<file path="src/rtl/mtx_pkg.sv">
package mtx_pkg;
  typedef enum logic [2:0] {F_START, F_BCAST, F_MADDR, F_SADDR, F_CTRL, F_LEN, F_DATA} field_e;
  typedef enum logic [1:0] {PH_BITS, PH_PAR, PH_ACK} phase_e;
  typedef enum logic [1:0] {SK_NONE = 2'd0, SK_BIT = 2'd1, SK_PAR = 2'd2, SK_ACK = 2'd3} slot_e;
  typedef enum logic [1:0] {E_NONE = 2'd0, E_TIMING = 2'd1, E_NACK = 2'd2, E_UNDER = 2'd3} err_e;
endpackage

</file>
<file path="src/rtl/mtx_holding.sv">
module mtx_holding #(
  parameter int W = 8
) (
  input  logic         clk,
  input  logic         rst,
  input  logic         load,
  input  logic [W-1:0] din,
  input  logic         consume,
  output logic [W-1:0] q,
  output logic         full
);
  always_ff @(posedge clk) begin
    if (rst) begin
      q    <= '0;
      full <= 1'b0;
    end else begin
      if (load) q <= din;
      if (consume) full <= load;
      else if (load) full <= 1'b1;
    end
  end

  // a byte may only be taken while one is held
  p_take_full_r7: assert property (@(posedge clk) disable iff (rst) consume |-> full);
  // a write with no take leaves the register full
  p_load_sticks_r6: assert property (@(posedge clk) disable iff (rst) (load && !consume) |=> full);
endmodule

</file>
<file path="src/rtl/mtx_byte_ctr.sv">
module mtx_byte_ctr #(
  parameter int LEN_W     = 8,
  parameter int MAX_BYTES = 32
) (
  input  logic             clk,
  input  logic             rst,
  input  logic             clear,
  input  logic [LEN_W-1:0] len,
  input  logic             inc,
  output logic             last
);
  localparam int CW = $clog2(MAX_BYTES + 1);

  logic [CW-1:0] cnt_q;
  logic [LEN_W:0] req;
  int total_i;

  always_comb begin
    req     = (len == '0) ? (LEN_W+1)'(1 << LEN_W) : {1'b0, len};
    total_i = (int'(req) > MAX_BYTES) ? MAX_BYTES : int'(req);
    last    = (int'(cnt_q) + 1 == total_i);
  end

  always_ff @(posedge clk) begin
    if (rst || clear) cnt_q <= '0;
    else if (inc) cnt_q <= cnt_q + 1'b1;
  end

  p_cnt_cap_r10: assert property (@(posedge clk) disable iff (rst) int'(cnt_q) <= MAX_BYTES);
endmodule

</file>
<file path="src/rtl/mtx_sequencer.sv">
module mtx_sequencer
  import mtx_pkg::*;
#(
  parameter int MA_W      = 12,
  parameter int SA_W      = 12,
  parameter int CT_W      = 4,
  parameter int LEN_W     = 8,
  parameter int DATA_W    = 8,
  parameter int MAX_BYTES = 32
) (
  input  logic              clk,
  input  logic              rst,
  input  logic              bit_tick,
  input  logic              start_req,
  input  logic              bcast_in,
  input  logic [MA_W-1:0]   master_addr,
  input  logic [SA_W-1:0]   slave_addr,
  input  logic [CT_W-1:0]   ctrl_in,
  input  logic [LEN_W-1:0]  tlen_in,
  input  logic [DATA_W-1:0] data_in,
  input  logic              data_load,
  input  logic              ack_in,
  input  logic              timing_err,
  output logic              tx_bit,
  output logic [1:0]        slot_kind,
  output logic              busy,
  output logic              irq_start,
  output logic              irq_data_req,
  output logic              irq_end,
  output logic              irq_error,
  output logic [1:0]        err_code
);
  localparam int W1    = (MA_W > SA_W) ? MA_W : SA_W;
  localparam int W2    = (CT_W > LEN_W) ? CT_W : LEN_W;
  localparam int W3    = (W2 > DATA_W) ? W2 : DATA_W;
  localparam int SH_W  = (W1 > W3) ? W1 : W3;
  localparam int CNT_W = $clog2(SH_W + 1);

  field_e            field_q;
  phase_e            phase_q;
  slot_e             slot_q;
  err_e              err_q;
  logic [CNT_W-1:0]  cnt_q;
  logic [SH_W-1:0]   sh_q;
  logic              par_q, busy_q, tx_q, bc_q;
  logic              irq_start_q, irq_req_q, irq_end_q, irq_err_q;
  logic [MA_W-1:0]   ma_q;
  logic [SA_W-1:0]   sa_q;
  logic [CT_W-1:0]   ct_q;
  logic [LEN_W-1:0]  len_q;
  logic [DATA_W-1:0] hold_q;
  logic              hold_full, byte_last;
  logic              step, first_data, consume, underrun, byte_inc, bits_last, cur_bit, launch;
  slot_e             cur_kind;

  function automatic int fwidth(field_e f);
    case (f)
      F_MADDR: return MA_W;
      F_SADDR: return SA_W;
      F_CTRL:  return CT_W;
      F_LEN:   return LEN_W;
      F_DATA:  return DATA_W;
      default: return 1;
    endcase
  endfunction

  function automatic logic [SH_W-1:0] field_img(field_e f);
    case (f)
      F_MADDR: return SH_W'(ma_q) << (SH_W - MA_W);
      F_SADDR: return SH_W'(sa_q) << (SH_W - SA_W);
      F_CTRL:  return SH_W'(ct_q) << (SH_W - CT_W);
      F_LEN:   return SH_W'(len_q) << (SH_W - LEN_W);
      default: return '0;
    endcase
  endfunction

  mtx_holding #(.W(DATA_W)) hold_i (
    .clk(clk), .rst(rst), .load(data_load), .din(data_in),
    .consume(consume), .q(hold_q), .full(hold_full)
  );

  mtx_byte_ctr #(.LEN_W(LEN_W), .MAX_BYTES(MAX_BYTES)) ctr_i (
    .clk(clk), .rst(rst), .clear(launch), .len(len_q),
    .inc(byte_inc), .last(byte_last)
  );

  always_comb begin
    launch     = !busy_q && start_req;
    step       = busy_q && bit_tick && !timing_err;
    first_data = (phase_q == PH_BITS) && (field_q == F_DATA) && (cnt_q == '0);
    consume    = step && first_data && hold_full;
    underrun   = step && first_data && !hold_full;
    byte_inc   = step && (phase_q == PH_ACK) && (field_q == F_DATA) && !ack_in;
    bits_last  = (int'(cnt_q) == fwidth(field_q) - 1);
    cur_bit    = 1'b1;
    cur_kind   = SK_ACK;
    case (phase_q)
      PH_BITS: begin
        cur_kind = SK_BIT;
        if (field_q == F_START) cur_bit = 1'b1;
        else if (field_q == F_BCAST) cur_bit = bc_q;
        else if (first_data) cur_bit = hold_q[DATA_W-1];
        else cur_bit = sh_q[SH_W-1];
      end
      PH_PAR: begin
        cur_kind = SK_PAR;
        cur_bit  = par_q;
      end
      default: ;
    endcase
  end

  always_ff @(posedge clk) begin
    if (rst) begin
      field_q <= F_START;  phase_q <= PH_BITS;  slot_q <= SK_NONE;  err_q <= E_NONE;
      cnt_q <= '0;  sh_q <= '0;  par_q <= 1'b0;  busy_q <= 1'b0;  tx_q <= 1'b1;
      bc_q <= 1'b0;  ma_q <= '0;  sa_q <= '0;  ct_q <= '0;  len_q <= '0;
      irq_start_q <= 1'b0;  irq_req_q <= 1'b0;  irq_end_q <= 1'b0;  irq_err_q <= 1'b0;
    end else begin
      irq_start_q <= 1'b0;  irq_req_q <= 1'b0;  irq_end_q <= 1'b0;  irq_err_q <= 1'b0;
      if (!busy_q) begin
        if (bit_tick) slot_q <= SK_NONE;
        if (start_req) begin
          busy_q <= 1'b1;  err_q <= E_NONE;
          bc_q <= bcast_in;  ma_q <= master_addr;  sa_q <= slave_addr;
          ct_q <= ctrl_in;  len_q <= tlen_in;
          field_q <= F_START;  phase_q <= PH_BITS;  cnt_q <= '0;  par_q <= 1'b0;
        end
      end else if (timing_err) begin
        busy_q <= 1'b0;  slot_q <= SK_NONE;  irq_err_q <= 1'b1;  err_q <= E_TIMING;
      end else if (bit_tick) begin
        if (underrun) begin
          busy_q <= 1'b0;  slot_q <= SK_NONE;  irq_err_q <= 1'b1;  err_q <= E_UNDER;
        end else begin
          tx_q   <= cur_bit;
          slot_q <= cur_kind;
          case (phase_q)
            PH_BITS: begin
              par_q <= par_q ^ cur_bit;
              if (consume) begin
                sh_q <= (SH_W'(hold_q) << (SH_W - DATA_W)) << 1;
                if (!byte_last) irq_req_q <= 1'b1;
              end else begin
                sh_q <= sh_q << 1;
              end
              if (bits_last) begin
                cnt_q <= '0;
                if (field_q == F_START) begin
                  field_q <= F_BCAST;
                end else if (field_q == F_BCAST) begin
                  field_q <= F_MADDR;  par_q <= 1'b0;  sh_q <= field_img(F_MADDR);
                end else begin
                  phase_q <= PH_PAR;
                end
              end else begin
                cnt_q <= cnt_q + 1'b1;
              end
            end
            PH_PAR: begin
              if (field_q == F_MADDR) begin
                field_q <= F_SADDR;  phase_q <= PH_BITS;  par_q <= 1'b0;  sh_q <= field_img(F_SADDR);
              end else begin
                phase_q <= PH_ACK;
              end
            end
            default: begin
              if (ack_in) begin
                busy_q <= 1'b0;  slot_q <= SK_NONE;  irq_err_q <= 1'b1;  err_q <= E_NACK;
              end else begin
                phase_q <= PH_BITS;  par_q <= 1'b0;  cnt_q <= '0;
                case (field_q)
                  F_SADDR: begin field_q <= F_CTRL; sh_q <= field_img(F_CTRL); end
                  F_CTRL:  begin field_q <= F_LEN;  sh_q <= field_img(F_LEN);  end
                  F_LEN: begin
                    field_q <= F_DATA;  sh_q <= '0;
                    irq_start_q <= 1'b1;  irq_req_q <= 1'b1;
                  end
                  default: begin
                    field_q <= F_DATA;  sh_q <= '0;
                    if (byte_last) begin
                      busy_q <= 1'b0;  irq_end_q <= 1'b1;
                    end
                  end
                endcase
              end
            end
          endcase
        end
      end
    end
  end

  assign tx_bit       = tx_q;
  assign slot_kind    = slot_q;
  assign busy         = busy_q;
  assign irq_start    = irq_start_q;
  assign irq_data_req = irq_req_q;
  assign irq_end      = irq_end_q;
  assign irq_error    = irq_err_q;
  assign err_code     = err_q;

  // an error pulse always leaves the sequencer idle
  p_err_idle_r9: assert property (@(posedge clk) disable iff (rst) irq_err_q |-> !busy_q);
  // an idle sequencer produces no interrupt on the next cycle
  p_idle_quiet_r9: assert property (@(posedge clk) disable iff (rst)
    !busy_q |=> !(irq_start_q || irq_req_q || irq_end_q || irq_err_q));
  // start, end and error pulses never coincide
  p_irq_excl_r10: assert property (@(posedge clk) disable iff (rst)
    $onehot0({irq_start_q, irq_end_q, irq_err_q}));
  // header completion also asks for the first byte
  p_start_req_r5: assert property (@(posedge clk) disable iff (rst) irq_start_q |-> irq_req_q);
  // outputs move only on a strobe or a timing fault
  p_hold_r12: assert property (@(posedge clk) disable iff (rst)
    (!bit_tick && !timing_err) |=> ($stable(tx_q) && $stable(slot_q)));
  // a running frame's header stays put whatever start_req does
  p_hdr_keep_r11: assert property (@(posedge clk) disable iff (rst)
    busy_q |=> ($stable(ma_q) && $stable(len_q)));
endmodule

</file>
<file path="config.mk">
export PLATFORM = sky130hd
export DESIGN_NAME = mtx_sequencer
export DESIGN_NICKNAME = d
export VERILOG_FILES = /design/src/rtl/mtx_pkg.sv /design/src/rtl/mtx_holding.sv /design/src/rtl/mtx_byte_ctr.sv /design/src/rtl/mtx_sequencer.sv
export SDC_FILE = /design/constraint.sdc
export NUM_CORES = 1
export LEC_CHECK = 0
export ABC_CLOCK_PERIOD_IN_PS = 4600
export BUFFER_PORTS_ARGS = -buffer_cell sky130_fd_sc_hd__buf_2
export CORE_MARGIN = 2
export CORE_UTILIZATION = 26
export CTS_CLUSTER_SIZE = 8
export DETAILED_ROUTE_END_ITERATION = 6
export GPL_ROUTABILITY_DRIVEN = 0
export GPL_TIMING_DRIVEN = 0
export PLACE_DENSITY = 0.52
export SYNTH_ARGS = -nofsm -noshare
export SYNTH_HDL_FRONTEND = slang
export SYNTH_SLANG_ARGS = --single-unit
</file>
<file path="constraint.sdc">
create_clock -name clk -period 4.6 [get_ports clk]
set_clock_uncertainty 0.05 [all_clocks]
set_input_delay 0.23 -clock clk [delete_from_list [all_inputs] [get_ports clk]]
set_output_delay 0.23 -clock clk [all_outputs]
set_load 0.03 [all_outputs]
</file>
==> results.sh <==
export IMPL_r2r_end="sh_q[5]"
export IMPL_clk_pin_slew_ns=0.06
export IMPL_setup_tns_ns=0
export IMPL_nets=656
export IMPL_remaining_drc_errors=0
export IMPL_grt_pass1_vias=3932
export IMPL_fmax_mhz=358
export IMPL_path_common_cell="clkbuf_1"
export IMPL_setup_slack_ns=1.81
export IMPL_p_total_mw=1.63
export IMPL_slowest_delay_ns=0.52
export IMPL_syn_nets=585
export IMPL_drt_pass1_iterations=5
export IMPL_yosysSeqAreaShare_pct=40.4
export IMPL_period_needed_ns=2.79
export IMPL_synth_seq_cells=84
export IMPL_critPathLaunch="cnt_q[0]"
export IMPL_cts_buffers_inserted=9
export IMPL_irDropWorstVdd_mv=0.170
export IMPL_ctsRootBufferMaster="clkbuf_16"
export IMPL_fill_cells=1728
export IMPL_drv_slew=0
export IMPL_r2r_start="cnt_q[0]"
export IMPL_outcome="finished, final reports clean"
export IMPL_detailed_place_hpwl_um=9790
export IMPL_power_density_nw_per_um2=325
export IMPL_leakagePower_nw=1.94
export IMPL_final_setup_viol_count=0
export IMPL_n_antenna_cell=0
export IMPL_cts_sinks=84
export IMPL_final_area_sq_um=5000
export IMPL_routedWlPerCell_um=15.8
export IMPL_yosys_area_share_simple_pct=27.7
export IMPL_synth_xor_area_share_pct=2.52
export IMPL_worstHoldStart="tlen_in[4]"
export IMPL_vias_per_cell=4.97
export IMPL_syn_cell_area_sq_um=4160
export IMPL_critPathTopFamily="buffers and inverters"
export IMPL_synthAdderAreaFrac_pct=0.901
export IMPL_rsz0062_at_grt="false"
export IMPL_place_area_sq_um=4730
export IMPL_critical_path_class="flip-flop to flip-flop"
export IMPL_hold_viol_final=0
export IMPL_start_util_pct=26.4
export IMPL_core_sq_um=15800
export IMPL_crit_slowest_cell="nor3b_2"
export IMPL_vias=4084
export IMPL_hold_class="input port to flip-flop"
export IMPL_cts_htree_levels=3
export IMPL_dp_worst_setup_slack_ns=1.91
export IMPL_slew_headroom_pct=50.8
export IMPL_synth_area_leaders="dfxtp_1 (40%), nand2_1 (9.6%), a21oi_1 (7.2%), nor2_1 (4.3%), mux2i_1 (4.1%)"
export IMPL_synth_flop_cell="dfxtp_1"
export IMPL_cp_required_ns=4.75
export IMPL_start_kind="flip-flop"
export IMPL_cts_tree="yes"
export IMPL_rows=46
export IMPL_dieArea_sq_um=17000
export IMPL_antenna_found_initial=0
export IMPL_insertion_delay_ns=0.35
export IMPL_syn_avg_cell_area_sq_um=7.86
export IMPL_reg2reg_depth=8
export IMPL_final_common_cell="nand2_1"
export IMPL_yosysTopAreaCellShare_pct=40.4
export IMPL_overflow=0
export IMPL_arrival_ns=2.94
export IMPL_path_depth=8
export IMPL_synth_top_cell_by_area="dfxtp_1"
export IMPL_cts_hold_buf=0
export IMPL_syn_inst=530
export IMPL_synth_compound_area_share_pct=18.2
export IMPL_drtIter0Drc=359
export IMPL_postCtsResizedCells=0
export IMPL_worstMarginPinSlew_ns=0.738
export IMPL_end_kind="flip-flop"
export IMPL_synth_distinct_cells=61
export IMPL_grt_usage_pct=15.6
export IMPL_fin_crit_sh_pct=60.7
export IMPL_maxCapViolCount=0
export IMPL_worstPathBufferInverterCount=3
export IMPL_drt_wl_total_um=12900
export IMPL_antenna_left=0
export IMPL_final_layout_size_suffix_gt1_share_pct=16.4
export IMPL_synth_edf_count=0
export IMPL_final_cell_mix="nand2_1 (107), dfxtp_1 (84), buf_2 (64)"
export IMPL_yosysWarnings=0
export IMPL_muxShareOfSynthArea_pct=5.44
export IMPL_die_h_um=131
export IMPL_syn_to_final_growth_pct=20.1
export IMPL_grt_pass1_wl_um=20300
export IMPL_synth_top_family_by_area="simple AND/OR/NAND/NOR gates"
export IMPL_worstPathMaxFanout=10
export IMPL_worstSetupEndpoint="sh_q[5]"
export IMPL_async_reset_ff_share_pct=0
export IMPL_die_width_um=131
export IMPL_r2r_setup_slack_ns=1.81
export IMPL_cts_setup_buffers=0
export IMPL_grt_max_degree=15
export IMPL_ioPinCount=62
export IMPL_cp_cell_sequence="inv_1 -> ha_1 -> nor4bb_1 -> clkbuf_1 -> a31o_2 -> nor3b_2 -> clkbuf_1 -> a311oi_1"
export IMPL_port_buffers=60
export IMPL_timing_hold_ws_ns=0.0660
export IMPL_cts_max_path_buffers=2
-- state kept, by name (all words and copies together), names as in the netlist, 2 cells and up --
name	count
cnt_q	4
ct_q	4
ctr_i.cnt_q	6
err_code	2
field_q	3
hold_i.q	8
len_q	8
ma_q	12
phase_q	2
sa_q	12
sh_q	12
slot_kind	2
-- Yosys cell counts, types with 3 or more instances --
library cell  count
nand2_1         107
dfxtp_1          84
a21oi_1          60
nor2_1           48
clkbuf_1         28
mux2i_1          17
o21ai_0          15
nand2b_1         11
nand3_1          11
nor2b_1          11
inv_1            10
nor3_1           10
xnor2_1           9
a31oi_1           7
or3_1             7
mux2_2            5
nand3b_1          5
nand4_1           5
a211oi_1          4
a222oi_1          4
a311oi_1          4
buf_2             4
a221oi_1          3
a22oi_1           3
ha_1              3
nor4_1            3
nor4b_1           3
o22ai_1           3
xor2_1            3
-- metal layers --
metal  wire [um]  GRT usage [%]  share of wire, %  up-vias
met5           0              0                 0        -
met4         236           5.57               1.8        0
met3         890           3.71               6.9       16
met2        5910           25.5                46      156
met1        5900           20.1                46     1921
li1            -              -                 -     1991
-- power breakdown --
group | total, mW | switching, mW | internal (mW)
sequential | 0.784 | 0.0250 | 0.759
clock | 0.664 | 0.302 | 0.362
combinational | 0.179 | 0.110 | 0.0693
total | 1.63 | 0.437 | 1.19
-- worst reg2reg max path, stage by stage, from the launching register on --
cell and delay [ns]:
dfxtp_1 0.47, inv_1 0.10, ha_1 0.20, nor4bb_1 0.13, clkbuf_1 0.21, a31o_2 0.33, nor3b_2 0.52, clkbuf_1 0.44
a311oi_1 0.19
-- worst min path at each step --
stage,endpoint,cells past startpoint
after floorplan,bc_q,2
after global placement,ma_q[5],2
after detailed placement,ma_q[0],2
after CTS,len_q[5],3
after global routing,ct_q[3],3
final,len_q[4],3
-- cells by family after synthesis --
kind of cell	Yosys count
compound gates	122
xor+xnor	12
fa+ha+maj	3
simple gates	240
mux	22
buf+inv	47
flops	84
-- final cells by class --
type	count	area, sq um	share of cell area, %
Inverter	10	37.5	0.751
Sequential cell	84	1680	33.6
Multi-Input combinational cell	399	2280	45.6
Clock buffer	9	225	4.50
Buffer	37	163	3.25
Clock inverter	6	40.0	0.801
Tap cell	216	270	5.41
Timing Repair Buffer	60	300	6.01
-- per-stage QoR --
stage | instances | utilization [%]
2_1_floorplan | 530 | -
3_3_place_gp | 806 | 30.0
3_5_place_dp | 806 | 30.0
4_1_cts | 821 | 31.7
5_1_grt | 821 | 31.7
6_report | 821 | 31.7
No activity file was read; power rests on OpenSTA's default activity.
